File: src/rtl/aux_xact_pkg.sv
package aux_xact_pkg;

   typedef enum logic [1:0] {
      K_NWR = 2'd0,
      K_NRD = 2'd1,
      K_IWR = 2'd2,
      K_IRD = 2'd3
   } kind_e;

   typedef enum logic [2:0] {
      E_OK       = 3'd0,
      E_LEN      = 3'd1,
      E_TIMEOUT  = 3'd2,
      E_XPORT    = 3'd3,
      E_NNACK    = 3'd4,
      E_BADREPLY = 3'd5,
      E_INACK    = 3'd6,
      E_EXHAUST  = 3'd7
   } err_e;

   typedef enum logic [1:0] {
      A_FINISH,
      A_ABORT,
      A_AGAIN,
      A_WAIT
   } act_e;

   localparam logic [3:0] CMD_NWR = 4'h8;
   localparam logic [3:0] CMD_NRD = 4'h9;
   localparam logic [3:0] CMD_IWR = 4'h0;
   localparam logic [3:0] CMD_IRD = 4'h1;
   localparam logic [3:0] CMD_CONT = 4'h4;

   localparam logic [1:0] XS_OK      = 2'd0;
   localparam logic [1:0] XS_TIMEOUT = 2'd1;
   localparam logic [1:0] XS_BUSY    = 2'd2;
   localparam logic [1:0] XS_ERROR   = 2'd3;

   localparam logic [1:0] RC_ACK   = 2'd0;
   localparam logic [1:0] RC_NACK  = 2'd1;
   localparam logic [1:0] RC_DEFER = 2'd2;

endpackage

File: src/rtl/aux_req_framer.sv
module aux_req_framer
   import aux_xact_pkg::*;
#(
   parameter int ADDR_W      = 16,
   parameter int MAX_PAYLOAD = 16,
   parameter int LEN_W       = 5
) (
   input  logic                     clk,
   input  logic                     rst_n,
   input  logic                     go,
   input  logic [1:0]               kind,
   input  logic                     last_xfer,
   input  logic [ADDR_W-1:0]        addr,
   input  logic [LEN_W-1:0]         len,
   input  logic [MAX_PAYLOAD*8-1:0] wdata,
   output logic                     tx_valid,
   output logic [7:0]               tx_data,
   output logic                     tx_last,
   input  logic                     tx_ready,
   output logic                     sent
);
   localparam int FRAME_MAX = MAX_PAYLOAD + 4;
   localparam int IDX_W     = $clog2(FRAME_MAX + 1);

   logic             active;
   logic [IDX_W-1:0] idx;
   logic [IDX_W-1:0] msg_cnt;
   logic [7:0]       addr_lo, addr_hi;
   logic [3:0]       cmd_nib, len_nib;
   logic [7:0]       pay_byte;
   logic             is_i2c;

   assign is_i2c  = kind[1];
   assign addr_lo = addr[7:0];

   generate
      if (ADDR_W > 8) begin : g_wide_addr
         logic [15:0] a16;
         assign a16     = 16'(addr);
         assign addr_hi = a16[15:8];
      end else begin : g_narrow_addr
         assign addr_hi = 8'h00;
      end
   endgenerate

   always_comb begin
      unique case (kind)
         K_NWR:   begin msg_cnt = IDX_W'(4) + IDX_W'(len); cmd_nib = CMD_NWR; end
         K_NRD:   begin msg_cnt = IDX_W'(4);               cmd_nib = CMD_NRD; end
         K_IWR:   begin msg_cnt = IDX_W'(5);
                        cmd_nib = CMD_IWR | (last_xfer ? 4'h0 : CMD_CONT); end
         default: begin msg_cnt = IDX_W'(4);
                        cmd_nib = CMD_IRD | (last_xfer ? 4'h0 : CMD_CONT); end
      endcase
      len_nib = is_i2c ? 4'h0 : 4'(len - LEN_W'(1));
   end

   always_comb begin
      int pk;
      pk = int'(idx) - 4;
      pay_byte = 8'h00;
      if (pk >= 0 && pk < MAX_PAYLOAD)
         pay_byte = wdata[pk*8 +: 8];
   end

   always_comb begin
      unique case (idx)
         IDX_W'(0): tx_data = addr_lo;
         IDX_W'(1): tx_data = addr_hi;
         IDX_W'(2): tx_data = {cmd_nib, 4'h0};
         IDX_W'(3): tx_data = {msg_cnt[3:0], len_nib};
         default:   tx_data = pay_byte;
      endcase
   end

   assign tx_valid = active;
   assign tx_last  = active && (idx == msg_cnt - IDX_W'(1));
   assign sent     = tx_last && tx_ready;

   always_ff @(posedge clk) begin
      if (!rst_n) begin
         active <= 1'b0;
         idx    <= '0;
      end else if (go) begin
         active <= 1'b1;
         idx    <= '0;
      end else if (active && tx_ready) begin
         if (tx_last) active <= 1'b0;
         else         idx    <= idx + IDX_W'(1);
      end
   end

   // a byte offered and not taken stays on the link unchanged
   assert_tx_hold_R1: assert property (@(posedge clk) disable iff (!rst_n)
      tx_valid && !tx_ready |=> tx_valid && $stable(tx_data));

endmodule

File: src/rtl/aux_reply_judge.sv
module aux_reply_judge
   import aux_xact_pkg::*;
#(
   parameter int NATIVE_LSB = 4,
   parameter int I2C_LSB    = 6
) (
   input  logic [1:0] status,
   input  logic [7:0] reply,
   input  logic       is_i2c,
   output act_e       act,
   output err_e       code
);
   logic [1:0] nat_f, i2c_f;
   assign nat_f = reply[NATIVE_LSB +: 2];
   assign i2c_f = reply[I2C_LSB +: 2];

   always_comb begin
      act  = A_ABORT;
      code = E_BADREPLY;
      unique case (status)
         XS_TIMEOUT: code = E_TIMEOUT;
         XS_ERROR:   code = E_XPORT;
         XS_BUSY:    act  = A_AGAIN;
         default: begin
            unique case (nat_f)
               RC_NACK:  code = E_NNACK;
               RC_DEFER: act  = A_WAIT;
               RC_ACK: begin
                  if (!is_i2c) begin
                     act  = A_FINISH;
                     code = E_OK;
                  end else begin
                     unique case (i2c_f)
                        RC_ACK:   begin act = A_FINISH; code = E_OK; end
                        RC_NACK:  code = E_INACK;
                        RC_DEFER: act  = A_WAIT;
                        default:  code = E_BADREPLY;
                     endcase
                  end
               end
               default: code = E_BADREPLY;
            endcase
         end
      endcase
   end
endmodule

File: src/rtl/aux_retry_ctrl.sv
module aux_retry_ctrl
   import aux_xact_pkg::*;
#(
   parameter int MAX_TRIES = 4,
   parameter int DEFER_CYC = 400
) (
   input  logic       clk,
   input  logic       rst_n,
   input  logic       start,
   input  logic       reject,
   input  logic       sent,
   input  logic       rx_valid,
   input  act_e       act,
   input  err_e       code,
   output logic       go,
   output logic       capture,
   output logic       busy,
   output logic       done,
   output logic [2:0] err
);
   localparam int TRY_W = $clog2(MAX_TRIES + 1);
   localparam int CNT_W = $clog2(DEFER_CYC + 1);

   typedef enum logic [2:0] {S_IDLE, S_SEND, S_WAIT, S_HOLD, S_FIN} st_e;

   st_e              st;
   logic [TRY_W-1:0] tries;
   logic [TRY_W:0]   tries_n;
   logic [CNT_W-1:0] cnt;
   err_e             err_q;
   logic             reply_seen, spent;

   assign tries_n    = {1'b0, tries} + (TRY_W+1)'(1);
   assign spent      = tries_n >= (TRY_W+1)'(MAX_TRIES);
   assign reply_seen = (st == S_WAIT) && rx_valid;

   assign go = ((st == S_IDLE) && start && !reject)
            || (reply_seen && act == A_AGAIN && !spent)
            || ((st == S_HOLD) && cnt == '0);
   assign capture = reply_seen && act == A_FINISH;
   assign busy    = st != S_IDLE;
   assign done    = st == S_FIN;
   assign err     = err_q;

   always_ff @(posedge clk) begin
      if (!rst_n) begin
         st    <= S_IDLE;
         tries <= '0;
         cnt   <= '0;
         err_q <= E_OK;
      end else begin
         unique case (st)
            S_IDLE: if (start) begin
               tries <= '0;
               if (reject) begin err_q <= E_LEN; st <= S_FIN;  end
               else        begin err_q <= E_OK;  st <= S_SEND; end
            end
            S_SEND: if (sent) st <= S_WAIT;
            S_WAIT: if (rx_valid) begin
               tries <= tries_n[TRY_W-1:0];
               unique case (act)
                  A_FINISH: begin err_q <= E_OK; st <= S_FIN; end
                  A_ABORT:  begin err_q <= code; st <= S_FIN; end
                  A_AGAIN:  if (spent) begin err_q <= E_EXHAUST; st <= S_FIN; end
                            else st <= S_SEND;
                  default:  if (spent) begin err_q <= E_EXHAUST; st <= S_FIN; end
                            else begin
                               cnt <= CNT_W'(DEFER_CYC - 1);
                               st  <= S_HOLD;
                            end
               endcase
            end
            S_HOLD: if (cnt == '0) st <= S_SEND;
                    else cnt <= cnt - CNT_W'(1);
            S_FIN:   st <= S_IDLE;
            default: st <= S_IDLE;
         endcase
      end
   end

   // completion is a single-cycle pulse
   assert_done_pulse_R11: assert property (@(posedge clk) disable iff (!rst_n)
      done |=> !done);
   // the attempt count never passes the budget
   assert_try_cap_R6: assert property (@(posedge clk) disable iff (!rst_n)
      32'(tries) <= MAX_TRIES);
   // nothing is handed to the transmitter during a defer wait
   assert_defer_quiet_R7: assert property (@(posedge clk) disable iff (!rst_n)
      st == S_HOLD |-> !sent);

endmodule

File: src/rtl/aux_xact_engine.sv
module aux_xact_engine
   import aux_xact_pkg::*;
#(
   parameter int ADDR_W      = 16,
   parameter int MAX_PAYLOAD = 16,
   parameter int MAX_TRIES   = 4,
   parameter int CYC_PER_US  = 100,
   parameter int DEFER_US    = 400,
   localparam int LEN_W      = $clog2(MAX_PAYLOAD + 1),
   localparam int DATA_W     = MAX_PAYLOAD * 8
) (
   input  logic              clk,
   input  logic              rst_n,
   input  logic              start,
   input  logic [1:0]        req_kind,
   input  logic              req_last,
   input  logic [ADDR_W-1:0] req_addr,
   input  logic [LEN_W-1:0]  req_len,
   input  logic [DATA_W-1:0] req_wdata,
   output logic              tx_valid,
   output logic [7:0]        tx_data,
   output logic              tx_last,
   input  logic              tx_ready,
   input  logic              rx_valid,
   input  logic [1:0]        rx_status,
   input  logic [7:0]        rx_reply,
   input  logic [LEN_W-1:0]  rx_len,
   input  logic [DATA_W-1:0] rx_data,
   output logic              busy,
   output logic              done,
   output logic [2:0]        err,
   output logic [LEN_W-1:0]  rd_len,
   output logic [DATA_W-1:0] rd_data
);
   localparam int DEFER_CYC = CYC_PER_US * DEFER_US;

   generate
      if (MAX_PAYLOAD < 1 || MAX_PAYLOAD > 16) begin : g_bad_payload
         $error("MAX_PAYLOAD must lie in 1..16");
      end
      if (ADDR_W < 1 || ADDR_W > 16) begin : g_bad_addr
         $error("ADDR_W must lie in 1..16");
      end
      if (MAX_TRIES < 1 || DEFER_CYC < 1) begin : g_bad_retry
         $error("MAX_TRIES and the defer wait must be positive");
      end
   endgenerate

   logic [1:0]        kind_q;
   logic              last_q;
   logic [ADDR_W-1:0] addr_q;
   logic [LEN_W-1:0]  len_q, want_q, keep;
   logic [DATA_W-1:0] wdata_q;
   logic              reject_now, accept, go, sent, capture;
   act_e              act;
   err_e              code;

   assign reject_now = !req_kind[1] &&
                       (req_len == '0 || 32'(req_len) > MAX_PAYLOAD);
   assign accept     = start && !busy;

   always_ff @(posedge clk) begin
      if (!rst_n) begin
         kind_q  <= K_NWR;
         last_q  <= 1'b1;
         addr_q  <= '0;
         len_q   <= '0;
         want_q  <= '0;
         wdata_q <= '0;
      end else if (accept) begin
         kind_q  <= req_kind;
         last_q  <= req_last;
         addr_q  <= req_addr;
         len_q   <= req_len;
         wdata_q <= req_wdata;
         unique case (req_kind)
            K_NRD:   want_q <= req_len;
            K_IRD:   want_q <= LEN_W'(1);
            default: want_q <= '0;
         endcase
      end
   end

   aux_req_framer #(.ADDR_W(ADDR_W), .MAX_PAYLOAD(MAX_PAYLOAD), .LEN_W(LEN_W)) u_framer (
      .clk(clk), .rst_n(rst_n), .go(go), .kind(kind_q), .last_xfer(last_q),
      .addr(addr_q), .len(len_q), .wdata(wdata_q), .tx_valid(tx_valid),
      .tx_data(tx_data), .tx_last(tx_last), .tx_ready(tx_ready), .sent(sent));

   aux_reply_judge #(.NATIVE_LSB(4), .I2C_LSB(6)) u_judge (
      .status(rx_status), .reply(rx_reply), .is_i2c(kind_q[1]),
      .act(act), .code(code));

   aux_retry_ctrl #(.MAX_TRIES(MAX_TRIES), .DEFER_CYC(DEFER_CYC)) u_ctrl (
      .clk(clk), .rst_n(rst_n), .start(start), .reject(reject_now), .sent(sent),
      .rx_valid(rx_valid), .act(act), .code(code), .go(go), .capture(capture),
      .busy(busy), .done(done), .err(err));

   assign keep = (rx_len < want_q) ? rx_len : want_q;

   always_ff @(posedge clk) begin
      if (!rst_n || accept) rd_len <= '0;
      else if (capture)     rd_len <= keep;
   end

   genvar gi;
   generate
      for (gi = 0; gi < MAX_PAYLOAD; gi++) begin : g_clip
         always_ff @(posedge clk) begin
            if (!rst_n || accept)
               rd_data[gi*8 +: 8] <= 8'h00;
            else if (capture)
               rd_data[gi*8 +: 8] <= (32'(keep) > gi) ? rx_data[gi*8 +: 8] : 8'h00;
         end
      end
   endgenerate

   // a refused request finishes next cycle with the length code and sends nothing
   assert_reject_quiet_R3: assert property (@(posedge clk) disable iff (!rst_n)
      start && !busy && reject_now |=> done && err == 3'(E_LEN) && !tx_valid);
   // returned count never exceeds what was asked for
   assert_clip_R4: assert property (@(posedge clk) disable iff (!rst_n)
      done |-> rd_len <= want_q);
   // no byte is offered while the engine is idle
   assert_idle_quiet_R11: assert property (@(posedge clk) disable iff (!rst_n)
      !busy |-> !tx_valid);

endmodule

File: config.mk
export PLATFORM = sky130hd
export DESIGN_NAME = aux_xact_engine
export DESIGN_NICKNAME = d
export VERILOG_FILES = /design/src/rtl/aux_xact_pkg.sv /design/src/rtl/aux_req_framer.sv /design/src/rtl/aux_reply_judge.sv /design/src/rtl/aux_retry_ctrl.sv /design/src/rtl/aux_xact_engine.sv
export SDC_FILE = /design/constraint.sdc
export NUM_CORES = 1
export LEC_CHECK = 0
export BUFFER_PORTS_ARGS = -buffer_cell sky130_fd_sc_hd__buf_2
export CAP_MARGIN = 20
export CORE_AREA = 3 3 188 154
export CTS_CLUSTER_DIAMETER = 100
export DETAILED_ROUTE_END_ITERATION = 10
export DIE_AREA = 0 0 191 157
export GPL_TIMING_DRIVEN = 0
export PLACE_DENSITY = 0.79
export SYNTH_ARGS = -nofsm -noshare
export SYNTH_HDL_FRONTEND = slang
export SYNTH_SLANG_ARGS = --single-unit
File: constraint.sdc
create_clock -name clk -period 4.4 [get_ports clk]
set_clock_uncertainty 0.2 [all_clocks]
set_input_delay 0.88 -clock clk [delete_from_list [all_inputs] [get_ports clk]]
set_output_delay 0.88 -clock clk [all_outputs]
set_load 0.1 [all_outputs]
==> results.sh <==
export IMPL_endpoint="tx_data[1]"
export IMPL_avgSynthCellArea_sq_um=9.49
export IMPL_globalplace_congestion=0.932
export IMPL_routedWlPerCell_um=21.2
export IMPL_cts_root_buf="clkbuf_16"
export IMPL_grtUsageMet2=0.487
export IMPL_hp_start="rd_data[61]$_SDFFE_PP0P_"
export IMPL_die_width_um=191
export IMPL_vias=13200
export IMPL_reg2regPathDepth=10
export IMPL_grt_overflow=0
export IMPL_post_route_worst_setup_slack_ns=0.172
export IMPL_cp_common_cell="buf_12"
export IMPL_drv_cap=0
export IMPL_numCtsBuffers=34
export IMPL_p_per_area_mw_per_mm2=395
export IMPL_irDropWorstVdd_mv=0.245
export IMPL_comb_power_share=0.125
export IMPL_timing_rr_start="want_q[2]$_SDFFE_PN0P_"
export IMPL_finalSetupViolCount=0
export IMPL_relSlewSlack=0.310
export IMPL_cp_startpoint="u_framer.idx[0]$_SDFFE_PP0P_"
export IMPL_grt_pass1_vias=12300
export IMPL_viasPerCell=5.63
export IMPL_dieArea_sq_mm=0.0300
export IMPL_synth_top_area_cell="dfxtp_1"
export IMPL_clockBufferDepth=3
export IMPL_async_flop_share=0
export IMPL_clkPwrFrac=0.436
export IMPL_leakagePower_nw=7.56
export IMPL_postSynthCellCount=1454
export IMPL_grt_max_degree=16
export IMPL_cpPeakStageDelay_ns=0.38
export IMPL_synth_ff_type="dfxtp_1"
export IMPL_yosys_top_cells_area="dfxtp_1 (47%), nand2_1 (10%), a21boi_0 (8.9%), mux4_2 (6.5%), a22o_1 (5.2%)"
export IMPL_htree_num_levels=2
export IMPL_rows=54
export IMPL_final_core_util=0.657
export IMPL_drtIter0Drc=1098
export IMPL_yosysSeqAreaShare=0.466
export IMPL_clkSinkCount=321
export IMPL_grt_use_met3=0.0917
export IMPL_drt_antenna_violating_nets=0
export IMPL_gr_usage_met1=0.410
export IMPL_antenna_found_initial=22
export IMPL_top_usage_layer="met2"
export IMPL_yosysTopAreaCellShare=0.466
export IMPL_whs_ns=0.252
export IMPL_drc=0
export IMPL_layout_nets=2246
export IMPL_layout_commonest_cell="buf_2"
export IMPL_required_ns=3.32
export IMPL_clkTransAtPathRegs_ns=0.06
export IMPL_syn_nets=1770
export IMPL_rsz0062_at_grt="no"
export IMPL_ys_warn_count=0
export IMPL_timing_rr_end="rd_data[67]$_SDFFE_PP0P_"
export IMPL_tightest_slew_ns=1.03
export IMPL_syn_to_final_growth_pct=29.0
export IMPL_p_sw_mw=1.80
export IMPL_fin_area_sq_mm=0.0178
export IMPL_sw_frac_of_total=0.257
export IMPL_total_power_mw=7.03
export IMPL_hp_class="flop to flop"
export IMPL_synth_edff_count=0
export IMPL_tritoncts="built"
export IMPL_core_area_sq_mm=0.0271
export IMPL_cp_end_kind="output port"
export IMPL_period_minus_slack_ns=4.23
export IMPL_fin_crit_sh=0.961
export IMPL_path_cells="buf_12, buf_12, buf_8, inv_1, ha_2, o41ai_2, o21ai_0, nor3_1, a21oi_2, nand2b_1, o221ai_1, buf_6"
export IMPL_clock_latency_ns=0.52
export IMPL_pre_cts_ws_ns=-0.374
export IMPL_outcome="finished clean"
export IMPL_drive_gt1_frac=0.311
export IMPL_worstPathMaxFanout=10
export IMPL_yosysUniqueCellTypes=81
export IMPL_place_area_sq_mm=0.0165
export IMPL_track_usage=0.311
export IMPL_crit_type="flop to output port"
export IMPL_ys_seq_elements=321
export IMPL_internal_power_mw=5.23
export IMPL_drt_wl_total_mm=49.7
export IMPL_mostFrequentLayoutCells="buf_2 (446), nand2_1 (366), dfxtp_1 (320), a21boi_0 (163), a22o_1 (82)"
export IMPL_start_kind="flop"
export IMPL_synth_area_sq_mm=0.0138
export IMPL_port_buffers=442
export IMPL_start_util=0.509
export IMPL_slew_violations=0
export IMPL_finalHoldViolations=0
export IMPL_crit_path_top_delay_cell="dfxtp_2"
export IMPL_grt_pass1_wl_mm=71.8
export IMPL_ioPinCount=448
export IMPL_cp_arrival_ns=3.15
export IMPL_hpwlAfterDp_mm=38.9
export IMPL_fmax_mhz=237
export IMPL_drt_first_pass_iters=6
export IMPL_fillerInstances=2264
export IMPL_die_h_um=157
export IMPL_r2r_setup_slack_ns=1.44
export IMPL_pwr_share_seq=0.438
==> synthesized netlist by cell type, types with 5 or more instances <==
cell type / instances
nor2_1: 41
o21ai_0: 20
nor3_1: 12
xnor2_1: 10
a22oi_1: 6
a32o_1: 24
nand2b_1: 8
nand2_1: 366
or3_1: 5
dfxtp_1: 321
o22ai_1: 5
a22o_1: 82
xor2_1: 14
nor2b_1: 6
buf_2: 12
nand3_1: 41
o21a_1: 5
a31oi_1: 5
ha_1: 16
clkbuf_1: 77
buf_1: 5
a21boi_0: 163
nand4_1: 7
a21oi_1: 42
mux4_2: 40
inv_1: 21
mux2i_1: 6
==> worst min path at each step <==
stage | slack [ns] | end | depth (start not counted)
detailed placement | 0.24 | rd_data[61]$_SDFFE_PP0P_ | 2
global route | 0.27 | rd_data[61]$_SDFFE_PP0P_ | 2
finish | 0.25 | rd_data[61]$_SDFFE_PP0P_ | 2
CTS | 0.25 | rd_data[61]$_SDFFE_PP0P_ | 2
floorplan | 0.24 | last_q$_SDFFE_PN1P_ | 2
global placement | 0.24 | rd_data[58]$_SDFFE_PP0P_ | 2
==> flip-flops by register name, summed over array words and instances, names as in the netlist <==
name               cells
u_ctrl.tries           3
rd_len                 5
wdata_q              128
len_q                  5
u_ctrl.err             3
u_ctrl.st              3
u_ctrl.cnt            16
rd_data              128
last_q                 1
want_q                 5
u_framer.tx_valid      1
addr_q                16
u_framer.idx           5
kind_q                 2
==> power groups by stage <==
| stage | clock network (mW) | registers (mW) | logic [mW] |
|---|---|---|---|
| 2_1_floorplan | 0 | 3.13 | 0.517 |
| 3_3_place_gp | 0 | 3.14 | 0.832 |
| 3_5_place_dp | 0 | 3.14 | 0.847 |
| 4_1_cts | 3.10 | 3.08 | 0.861 |
| 5_1_grt | 3.22 | 3.09 | 0.951 |
| 6_report | 3.07 | 3.08 | 0.881 |
==> timing repair <==
item                                    in CTS  in global routing
hold buffers                                 0                  0
setup buffers                                0                  0
endpoints found under the setup margin       8                  8
pin swaps                                    0                  1
gates resized for setup                     18                 13
==> final cells by class <==
cell class	count	area, sq um	area share
Sequential cell	321	6430	0.361
Timing Repair Buffer	442	2250	0.126
Clock buffer	47	991	0.0557
Multi-Input combinational cell	1009	6850	0.385
Inverter	21	78.8	0.00443
Clock inverter	14	209	0.0117
Antenna cell	20	50.0	0.00281
Tap cell	364	455	0.0256
Buffer	101	493	0.0277
==> worst max-delay path, delay by kind of cell (launching register included) <==
kind	cells	cell delay (ns)
buffers and inverters	5	0.88
adders and majority gates	1	0.27
and+or+nand+nor	2	0.41
AOI/OAI and AO/OA	4	0.67
DFF	1	0.38
==> routing by layer <==
| layer | share of wire | up-vias |
|---|---|---|
| li1 | - | 6119 |
| met1 | 0.41 | 6373 |
| met2 | 0.46 | 569 |
| met3 | 0.091 | 93 |
| met4 | 0.032 | 6 |
| met5 | 0.0010 | - |
==> kinds of logic (layout without fill, tap and decap cells) <==
| logic type | after synthesis | in the layout | share of synthesized area |
|---|---|---|---|
| AND/OR/NAND/NOR | 522 | 522 | 0.163 |
| AO/OA/AOI/OAI | 392 | 392 | 0.222 |
| flip-flops | 321 | 321 | 0.466 |
| buffers and inverters | 124 | 625 | 0.0393 |
| multiplexers | 54 | 54 | 0.0780 |
| XOR/XNOR | 25 | 25 | 0.0169 |
| adder cells (fa/ha/maj) | 16 | 16 | 0.0145 |
| other | 0 | 20 | 0 |
==> through the flow <==
step,TNS [ns],std cells
2_1_floorplan,-0.845,1454
3_3_place_gp,-1.15,2260
3_5_place_dp,-2.41,2260
4_1_cts,0,2319
5_1_grt,0,2336
6_report,0,2339
(Power assumes the default switching activity.)
